===== src/rtl/bfm_expander_pkg.sv =====
package bfm_expander_pkg;
  localparam int MANT_W  = 15;
  localparam int EXP_W   = 3;
  localparam int MAX_LAG = 7;
  localparam int LAG_W   = $clog2(MAX_LAG + 1);
  localparam int MAX_EXP = (1 << EXP_W) - 1;
  localparam int OUT_W   = MANT_W + MAX_EXP;
  localparam int LANES   = 2;
endpackage


===== src/rtl/bfm_exp_delay.sv =====
module bfm_exp_delay #(
  parameter int EXP_W   = 3,
  parameter int MAX_LAG = 7,
  parameter int LAG_W   = 3
) (
  input  logic             clk,
  input  logic             rst,
  input  logic [EXP_W-1:0] exp_in,
  input  logic [LAG_W-1:0] lag,
  output logic [EXP_W-1:0] exp_out
);
  logic [EXP_W-1:0] taps [MAX_LAG];

  always_ff @(posedge clk) begin
    if (rst) begin
      for (int k = 0; k < MAX_LAG; k++) taps[k] <= '0;
    end else begin
      taps[0] <= exp_in;
      for (int k = 1; k < MAX_LAG; k++) taps[k] <= taps[k-1];
    end
  end

  always_comb begin
    if (lag == '0)
      exp_out = exp_in;
    else if (int'(lag) > MAX_LAG)
      exp_out = taps[MAX_LAG-1];
    else
      exp_out = taps[int'(lag) - 1];
  end


  first_tap_chk: assert property (@(posedge clk) disable iff (rst)
    !$past(rst) |-> taps[0] == $past(exp_in));
endmodule


===== src/rtl/bfm_mant_shift.sv =====
module bfm_mant_shift #(
  parameter int MANT_W = 15,
  parameter int EXP_W  = 3,
  parameter int OUT_W  = 22
) (
  input  logic [MANT_W-1:0] mant,
  input  logic [EXP_W-1:0]  shamt,
  output logic [OUT_W-1:0]  expanded
);
  logic [OUT_W-1:0] ext;

  always_comb begin
    ext      = {{(OUT_W-MANT_W){mant[MANT_W-1]}}, mant};
    expanded = ext << shamt;
  end
endmodule


===== src/rtl/bfm_expander.sv =====
module bfm_expander
  import bfm_expander_pkg::*;
(
  input  logic              clk,
  input  logic              rst,
  input  logic              in_valid,
  input  logic [MANT_W-1:0] mant_i,
  input  logic [MANT_W-1:0] mant_q,
  input  logic [EXP_W-1:0]  exp_in,
  input  logic              exp_inhibit,
  input  logic [LAG_W-1:0]  exp_lag,
  output logic              out_valid,
  output logic [OUT_W-1:0]  out_i,
  output logic [OUT_W-1:0]  out_q
);
  logic [EXP_W-1:0]  exp_aligned;
  logic [EXP_W-1:0]  exp_eff;
  logic [MANT_W-1:0] lane_in  [LANES];
  logic [OUT_W-1:0]  lane_out [LANES];

  bfm_exp_delay #(.EXP_W(EXP_W), .MAX_LAG(MAX_LAG), .LAG_W(LAG_W)) u_delay (
    .clk(clk), .rst(rst), .exp_in(exp_in), .lag(exp_lag), .exp_out(exp_aligned)
  );

  assign exp_eff    = exp_inhibit ? EXP_W'(MAX_EXP) : exp_aligned;
  assign lane_in[0] = mant_i;
  assign lane_in[1] = mant_q;

  for (genvar g = 0; g < LANES; g++) begin : g_lane
    bfm_mant_shift #(.MANT_W(MANT_W), .EXP_W(EXP_W), .OUT_W(OUT_W)) u_shift (
      .mant(lane_in[g]), .shamt(exp_eff), .expanded(lane_out[g])
    );
  end

  always_ff @(posedge clk) begin
    if (rst) begin
      out_valid <= 1'b0;
      out_i     <= '0;
      out_q     <= '0;
    end else begin
      out_valid <= in_valid;
      if (in_valid) begin
        out_i <= lane_out[0];
        out_q <= lane_out[1];
      end
    end
  end


  valid_follow_chk: assert property (@(posedge clk) disable iff (rst)
    !$past(rst) |-> out_valid == $past(in_valid));


  hold_idle_chk: assert property (@(posedge clk) disable iff (rst)
    (!$past(rst) && !$past(in_valid)) |-> ($stable(out_i) && $stable(out_q)));


  inhibit_low_zero_chk: assert property (@(posedge clk) disable iff (rst)
    (!$past(rst) && $past(in_valid && exp_inhibit)) |->
      (out_i[MAX_EXP-1:0] == '0 && out_q[MAX_EXP-1:0] == '0));


  sign_keep_chk: assert property (@(posedge clk) disable iff (rst)
    (!$past(rst) && $past(in_valid)) |->
      (out_i[OUT_W-1] == $past(mant_i[MANT_W-1]) &&
       out_q[OUT_W-1] == $past(mant_q[MANT_W-1])));
endmodule


===== config.mk =====
export PLATFORM = sky130hd
export DESIGN_NAME = bfm_expander
export DESIGN_NICKNAME = d
export VERILOG_FILES = /design/src/rtl/bfm_expander_pkg.sv /design/src/rtl/bfm_exp_delay.sv /design/src/rtl/bfm_mant_shift.sv /design/src/rtl/bfm_expander.sv
export SDC_FILE = /design/constraint.sdc
export NUM_CORES = 1
export LEC_CHECK = 0
export BUFFER_PORTS_ARGS = -buffer_cell sky130_fd_sc_hd__buf_2
export CORE_MARGIN = 4
export CORE_UTILIZATION = 30
export CTS_BUF_LIST = sky130_fd_sc_hd__clkbuf_8
export DETAILED_ROUTE_END_ITERATION = 7
export SLEW_MARGIN = 5
export SYNTH_ARGS = -nofsm -noshare
export SYNTH_HDL_FRONTEND = slang
export SYNTH_HIERARCHICAL = 1
export SYNTH_SLANG_ARGS = --single-unit

===== constraint.sdc =====
create_clock -name clk -period 2.8 [get_ports clk]
set_input_delay 0.14 -clock clk [delete_from_list [all_inputs] [get_ports clk]]
set_output_delay 0.14 -clock clk [all_outputs]
set_load 0.005 [all_outputs]

# Word level (Yosys, flattened, before mapping)
# Memories as Yosys holds them, arrays and structs flattened.
# Index checks and enable logic that the tools add are counted.
# W data, S select, Z words.
op_classes:
  shifts: 2
  reduce_logical: 1
  n_mux: 12
  bitwise_logic: 7
  add_sub_neg: 1
ops:
  columns: ["cell", "n"]
  rows:
  - ["$shl A22 B3 Y22", 2]
  - ["$mux W3", 9]
  - ["$or A1 B1 Y1", 7]
  - ["$logic_not A3 Y1", 1]
  - ["$mux W1", 3]
  - ["$sub A3 B1 Y3 const B", 1]
totals:
  register_bits: 45
  input_bits: 40
  mem_bits_rw: 21
  n_memories: 1
memory_table:
  columns: ["name", "depth", "width", "read_ports", "rd_ports_with_merged_regs", "write_ports", "line_no", "text"]
  rows:
  - ["u_delay.taps", 7, 3, 7, 0, 7, "bfm_exp_delay.sv:12", "logic [EXP_W-1:0] taps [MAX_LAG];"]

# Logic depth before layout (Yosys ltp)
# Gate-level depths: netlist (run 1).
# An unclocked memory read counts as a cell.
logic_depth:
  ltp_word: 5
  depth_mapped: 15
  ltp_nobuf: 11

# By module
# The synthesis (run 1) kept the hierarchy.
by_module_without_submodules:
  columns: ["module", "cells_each", "area_each_um2", "n_inst", "seq_area_each_um2"]
  rows:
  - ["bfm_expander", 147, 1646.6, 1, 900.9]
  - ["bfm_mant_shift", 81, 643.1, 2, 0.0]
  - ["bfm_exp_delay", 74, 825.8, 1, 420.4]

# Worst setup path after synthesis (run 1)
# Ideal clock, no wire load.
synth_path:
  path_type: "input-to-reg"
  from: "in exp_lag[0]"
  to: "reg out_q[20]"
  t_arrival_ps: 2429
  setup_ps: 128
  path_stages: 15
  path_buffers: 4
  path_slack_ps: 243
  required_time_ps: 2672
  cell_sequence: "buf_6 -> inv_1 -> ha_1 -> buf_4 -> mux4_2 -> o21ai_0 -> o211ai_1 -> or2_2 -> buf_2 -> and2_1 -> buf_2 -> nand2_1 -> mux2_2 -> mux2i_1 -> nor2_1"
synth_lines:
  columns: ["element", "line_no", "text"]
  rows:
  - ["start: declaration", "bfm_expander.sv:11", "input logic [LAG_W-1:0] exp_lag,"]
  - ["end signal: assignment", "bfm_expander.sv:44", "out_q <= lane_out[1];"]
  - ["end: declaration", "bfm_expander.sv:14", "output logic [OUT_W-1:0] out_q"]

==> results of run 1 <==
-- worst max-delay path, stage by stage (launching register included) --
cell      delay, ns
dfxtp_1        0.32
mux4_2         0.46
o21ai_0        0.10
o211ai_1       0.12
or2_2          0.45
nand2b_1       0.28
a2bb2o_4       0.24
a221oi_1       0.26
mux2i_1        0.12
nor2_1         0.10
-- layer usage --
metal | GRT usage, % | share of wire, %
met1 | 16.55 | 46
met3 | 4.383 | 6.3
met4 | 4.295 | 1.3
met5 | 0 | 0
met2 | 20.79 | 46
-- Yosys cell counts (5+ instances only) --
cell | n | area, um^2
buf_4 | 7 | 52.55
nor2b_1 | 28 | 175.2
nor2_1 | 54 | 202.7
o21ai_0 | 7 | 35.03
and2_1 | 5 | 31.28
mux2i_1 | 69 | 690.7
buf_12 | 6 | 120.1
buf_2 | 11 | 55.05
a221oi_1 | 14 | 122.6
inv_1 | 5 | 18.77
dfxtp_1 | 66 | 1321
mux2_2 | 13 | 146.4
nand2_1 | 15 | 56.30
o22ai_1 | 14 | 87.58
-- sequential cells by signal, indices dropped and copies added (netlist names) --
| name | cells |
|---|---|
| out_q | 22 |
| u_delay/taps | 21 |
| out_valid | 1 |
| out_i | 22 |
-- cell families (layout without fill, tap and decap cells) --
group	Yosys count	count (layout)	share of synthesized area, %
DFF	66	66	35.15
and+or+nand+nor	120	120	15.48
buffers and inverters	37	123	8.189
adders and majority gates	2	2	0.6657
muxes	89	89	26.06
AOI/OAI and AO/OA	69	69	14.45
-- stage by stage --
stage	utilization, %	setup WS (ns)	total power [uW]	instances	cell area [um^2]
floorplan	-	0.2434	1444	383	3759
global route	36.53	0.07045	2465	637	4443
detailed placement	35.03	0.08296	1602	621	4260
CTS	36.53	0.2863	2359	637	4443
finish	36.53	0.2789	2323	637	4443
global placement	35.03	0.1189	1593	621	4260
-- layout make-up --
| cell class | instances | area [um^2] |
|---|---|---|
| fillers | 1265 | 7719 |
| multi-input cells | 280 | 2130 |
| flip-flops and latches | 66 | 1321 |
| repair buffers | 102 | 580.6 |
| well taps | 168 | 210.2 |
| clock buffers | 12 | 165.2 |
| inverters | 5 | 18.77 |
| clock inverters | 4 | 17.52 |
-- final timing paths --
path                                           end  slack (ns)  cells after the start
worst min-delay path            u_delay/taps[0][2]        0.04                      2
worst min register to register  u_delay/taps[3][1]        0.46                      1
worst max-delay path                     out_q[10]        0.28                      9
worst max register to register           out_q[10]        0.28                      9
-- power groups by stage --
stage / Clock (uW) / Combinational [uW] / Sequential (uW)
final: 741 / 557 / 1020
after floorplan: 0 / 397 / 1050
after CTS: 775 / 559 / 1020
after detailed placement: 0 / 556 / 1050
after global placement: 0 / 549 / 1040
after global routing: 820 / 613 / 1030
==> results.toml, run 1 <==
[global_route]
grt_pass1_vias = 2983
grt_start_max_net_pins = 35
grt_antenna_before_repair = 0
gr-total-overflow = 0
grtUsageTotal_pct = 13.04
grt_pass1_wl_um = 15080

[timing]
fin_skew_ns = 0.005250
fin_crit_sh_pct = 90.04
hold_viol = 0
tightest_slew_ns = 0.7327
fin_crit_ns = 2.521
max_slew_margin_pct = 51.15
clock.fmax_ghz = 0.3967
setup-violations-final = 0
tns_ns = 0
holdWs_ns = 0.03738
rsz0062_at_grt = "false"
drv_slew = 0

[power_and_ir_drop]
p_sw_share_pct = 29.08
leakage_uw = 0.002053
ir_drop_mv = 0.2762
seqPwrFrac_pct = 44.1
switchingPower_uw = 675.4
intPower_uw = 1647
powerDensity_mw_per_mm2 = 522.7
p_clk_share_pct = 31.9
combPwrFrac_pct = 24.0

[logic_synthesis]
ys_types = 42
avgSynthCellArea_um2 = 9.814
synth_warnings = 6
syn_inst = 383
yosysSeqAreaShare_pct = 35.15
syn_nets = 425
ys_dominant_reg_cell = "dfxtp_1"
ys_ff_latch = 66
synth_edf_count = 0
synthArstFlopShare_pct = 0
syn_area_mm2 = 0.003759

[setup_path]
rr_startpoint = "u_delay/taps[0][0]"
critical_path_required_ns = 3.08
crit_arrival_ns = 2.81
endpoint_kind = "flip-flop"
critPathMaxFanout = 20
critical_path.startpoint = "u_delay/taps[0][0]"
critical_path_class = "reg2reg"
start_kind = "flip-flop"

[detailed_routing]
first_iter_violations = 206
wl_um = 9353
postRouteAntennaNets = 0
dr.pass1.iters = 4
route.detailed.drc = 0
vias = 3145
post_drt_via_cell_ratio = 4.937
wire_per_inst_um = 14.68

[clock_network]
htreeDepth = 3
cts.sinks = 66
cts_resized = 0
clock_latency_ns = 0.35
cts_tree = "yes"
cts_made_buffers = 9
hold_buffers = 0
clock_path_buffers = 2
root_buffer = "clkbuf_8"
path_clk_slew_ns = 0.07
post-cts-setup-buffers = 0

[final_layout]
diodes = 0
mostFrequentLayoutCells = "buf_2 (84), mux2i_1 (69), dfxtp_1 (66)"
syn_to_final_growth_pct = 18.21
final_common_cell = "buf_2"
drive_above_1_share_pct = 30.06
nets = 506

[job]
cap_violations = 0

[die]
start_util_pct = 30.91
row_count = 40
die-width_um = 119.9
io_pins = 85
floorplan.die.height_um = 119.9
coreArea_mm2 = 0.01216
dieArea_mm2 = 0.01438

[status]
outcome = "completed"

[hold_path]
hp-class = "in2reg"
hold_path.startpoint = "exp_in[2]"

[placed_design]
port_buffers = 84
hpwlAfterDp_um = 6970
gp_congestion = 0.8911
(Power assumes the default switching activity.)
==> run 2, diff against run 1 <==
==> constraint.sdc (replaced) <==
create_clock -name clk -period 2.9 [get_ports clk]
set_input_delay 0.145 -clock clk [delete_from_list [all_inputs] [get_ports clk]]
set_output_delay 0.145 -clock clk [all_outputs]
set_load 0.005 [all_outputs]
==> run 2 against run 1 <==
Compared with the run above:
- clock power rose by 20%
- utilization fell by 0.33 points
- combinational power decreased by 5.7%
- global-route usage is essentially flat
- sequential power about the same
- clock skew rose by 0.0070 ns
- non-clock buffer count shrank 8
- largest power group unchanged
==> results.toml, run 2 (synthesized netlist as in run 1, its figures left out) <==
[clock_network]
clock_path_buffers = 2
clock_latency_ns = 0.35
post-cts-setup-buffers = 0
cts_made_buffers = 9
path_clk_slew_ns = 0.08
hold_buffers = 0
cts.sinks = 66
htreeDepth = 3
cts_resized = 0
root_buffer = "clkbuf_8"
cts_tree = "yes"

[global_route]
grt_start_max_net_pins = 67
grt_pass1_wl_um = 15240
grt_antenna_before_repair = 0
gr-total-overflow = 0
grt_pass1_vias = 3124
grtUsageTotal_pct = 13.00

[final_layout]
diodes = 0
stdcell_count = 629
drive_above_1_share_pct = 29.28
final_cell_area_mm2 = 0.004403
top_regs = "out_i (22), out_q (22), u_delay/taps (21)"
n_fill_cell = 1254
nets = 498
syn_to_final_growth_pct = 17.14
final_common_cell = "buf_2"
mostFrequentLayoutCells = "buf_2 (84), mux2i_1 (69), dfxtp_1 (66)"

[placed_design]
port_buffers = 84
place_inst = 613
gp_congestion = 0.9266
place_area_mm2 = 0.004175
pre_cts_slack_ns = 0.1365
hpwlAfterDp_um = 6903

[detailed_routing]
wire_per_inst_um = 15.10
vias = 3145
first_iter_violations = 204
post_drt_via_cell_ratio = 5.000
postRouteAntennaNets = 0
dr.pass1.iters = 5
wl_um = 9498
route.detailed.drc = 0

[die]
io_pins = 85
row_count = 40
floorplan.die.height_um = 119.9
die-width_um = 119.9
dieArea_mm2 = 0.01438
coreArea_mm2 = 0.01216
start_util_pct = 30.91

[timing]
hold_viol = 0
max_slew_margin_pct = 21.22
tns_ns = 0
drv_slew = 0
clock.fmax_ghz = 0.3868
rsz0062_at_grt = "false"
fin_crit_ns = 2.586
tightest_slew_ns = 1.182
fin_skew_ns = 0.01225
fin_crit_sh_pct = 89.16
setup_slack_ns = 0.3144
setup-violations-final = 0

[setup_path]
endpoint_kind = "flip-flop"
crit_arrival_ns = 2.78
critical_path_required_ns = 3.10
critPathMaxFanout = 25
critical_path_class = "reg2reg"
regToRegSetupSlack_ns = 0.31
start_kind = "flip-flop"

[power_and_ir_drop]
ir_drop_mv = 0.2072
total_power_uw = 2400
leakage_uw = 0.002012
powerDensity_mw_per_mm2 = 545.0

[status]
outcome = "completed"

[job]
cap_violations = 0

[hold_path]
hp-class = "in2reg"
-- run 2: metal layers --
layer | wire length (um) | track usage (%) | vias up | share of wire, %
met5 | 0 | 0 | - | 0
met4 | 177 | 6.084 | 0 | 1.9
met3 | 556 | 2.686 | 13 | 5.9
met2 | 4391 | 20.83 | 108 | 46
met1 | 4372 | 16.69 | 1487 | 46
li1 | - | - | 1537 | -
-- run 2: worst paths after layout --
path	from	to	depth (start not counted)
max	u_delay/taps[0][1]	out_i[14]	10
min reg2reg	u_delay/taps[4][1]	u_delay/taps[5][1]	1
max reg2reg	u_delay/taps[0][1]	out_i[14]	10
min	exp_in[2]	u_delay/taps[0][2]	2
-- run 2: critical path, cell delays in order (launching register included) --
cell	delay (ns)
dfxtp_1	0.31
mux4_2	0.45
o21ai_0	0.10
o211ai_1	0.10
or2_2	0.30
buf_4	0.24
mux2i_1	0.40
o2bb2ai_1	0.12
or2_1	0.21
mux2i_1	0.13
nor2_1	0.05
-- run 2: power by group --
group	internal (uW)	switching, uW
Sequential	962	26.1
Clock	509	378
Combinational	242	283
Total	1710	688
-- run 2: stage by stage --
stage          hold slack (ns)  utilization (%)
6_report               0.04323            36.20
5_1_grt                0.03592            36.20
4_1_cts                0.03357            36.20
3_5_place_dp            0.3957            34.33
3_3_place_gp            0.3973            34.33
2_1_floorplan           0.2166                -
-- run 2: final cells by class --
type | count | area [um^2] | share of cell area (%)
sequential | 66 | 1321 | 30.01
clock buffer | 10 | 137.6 | 3.126
clock inverter | 6 | 90.09 | 2.046
tap | 168 | 210.2 | 4.774
inverter | 5 | 18.77 | 0.4263
timing repair buffer | 94 | 495.5 | 11.25
multi-input combinational | 280 | 2130 | 48.37
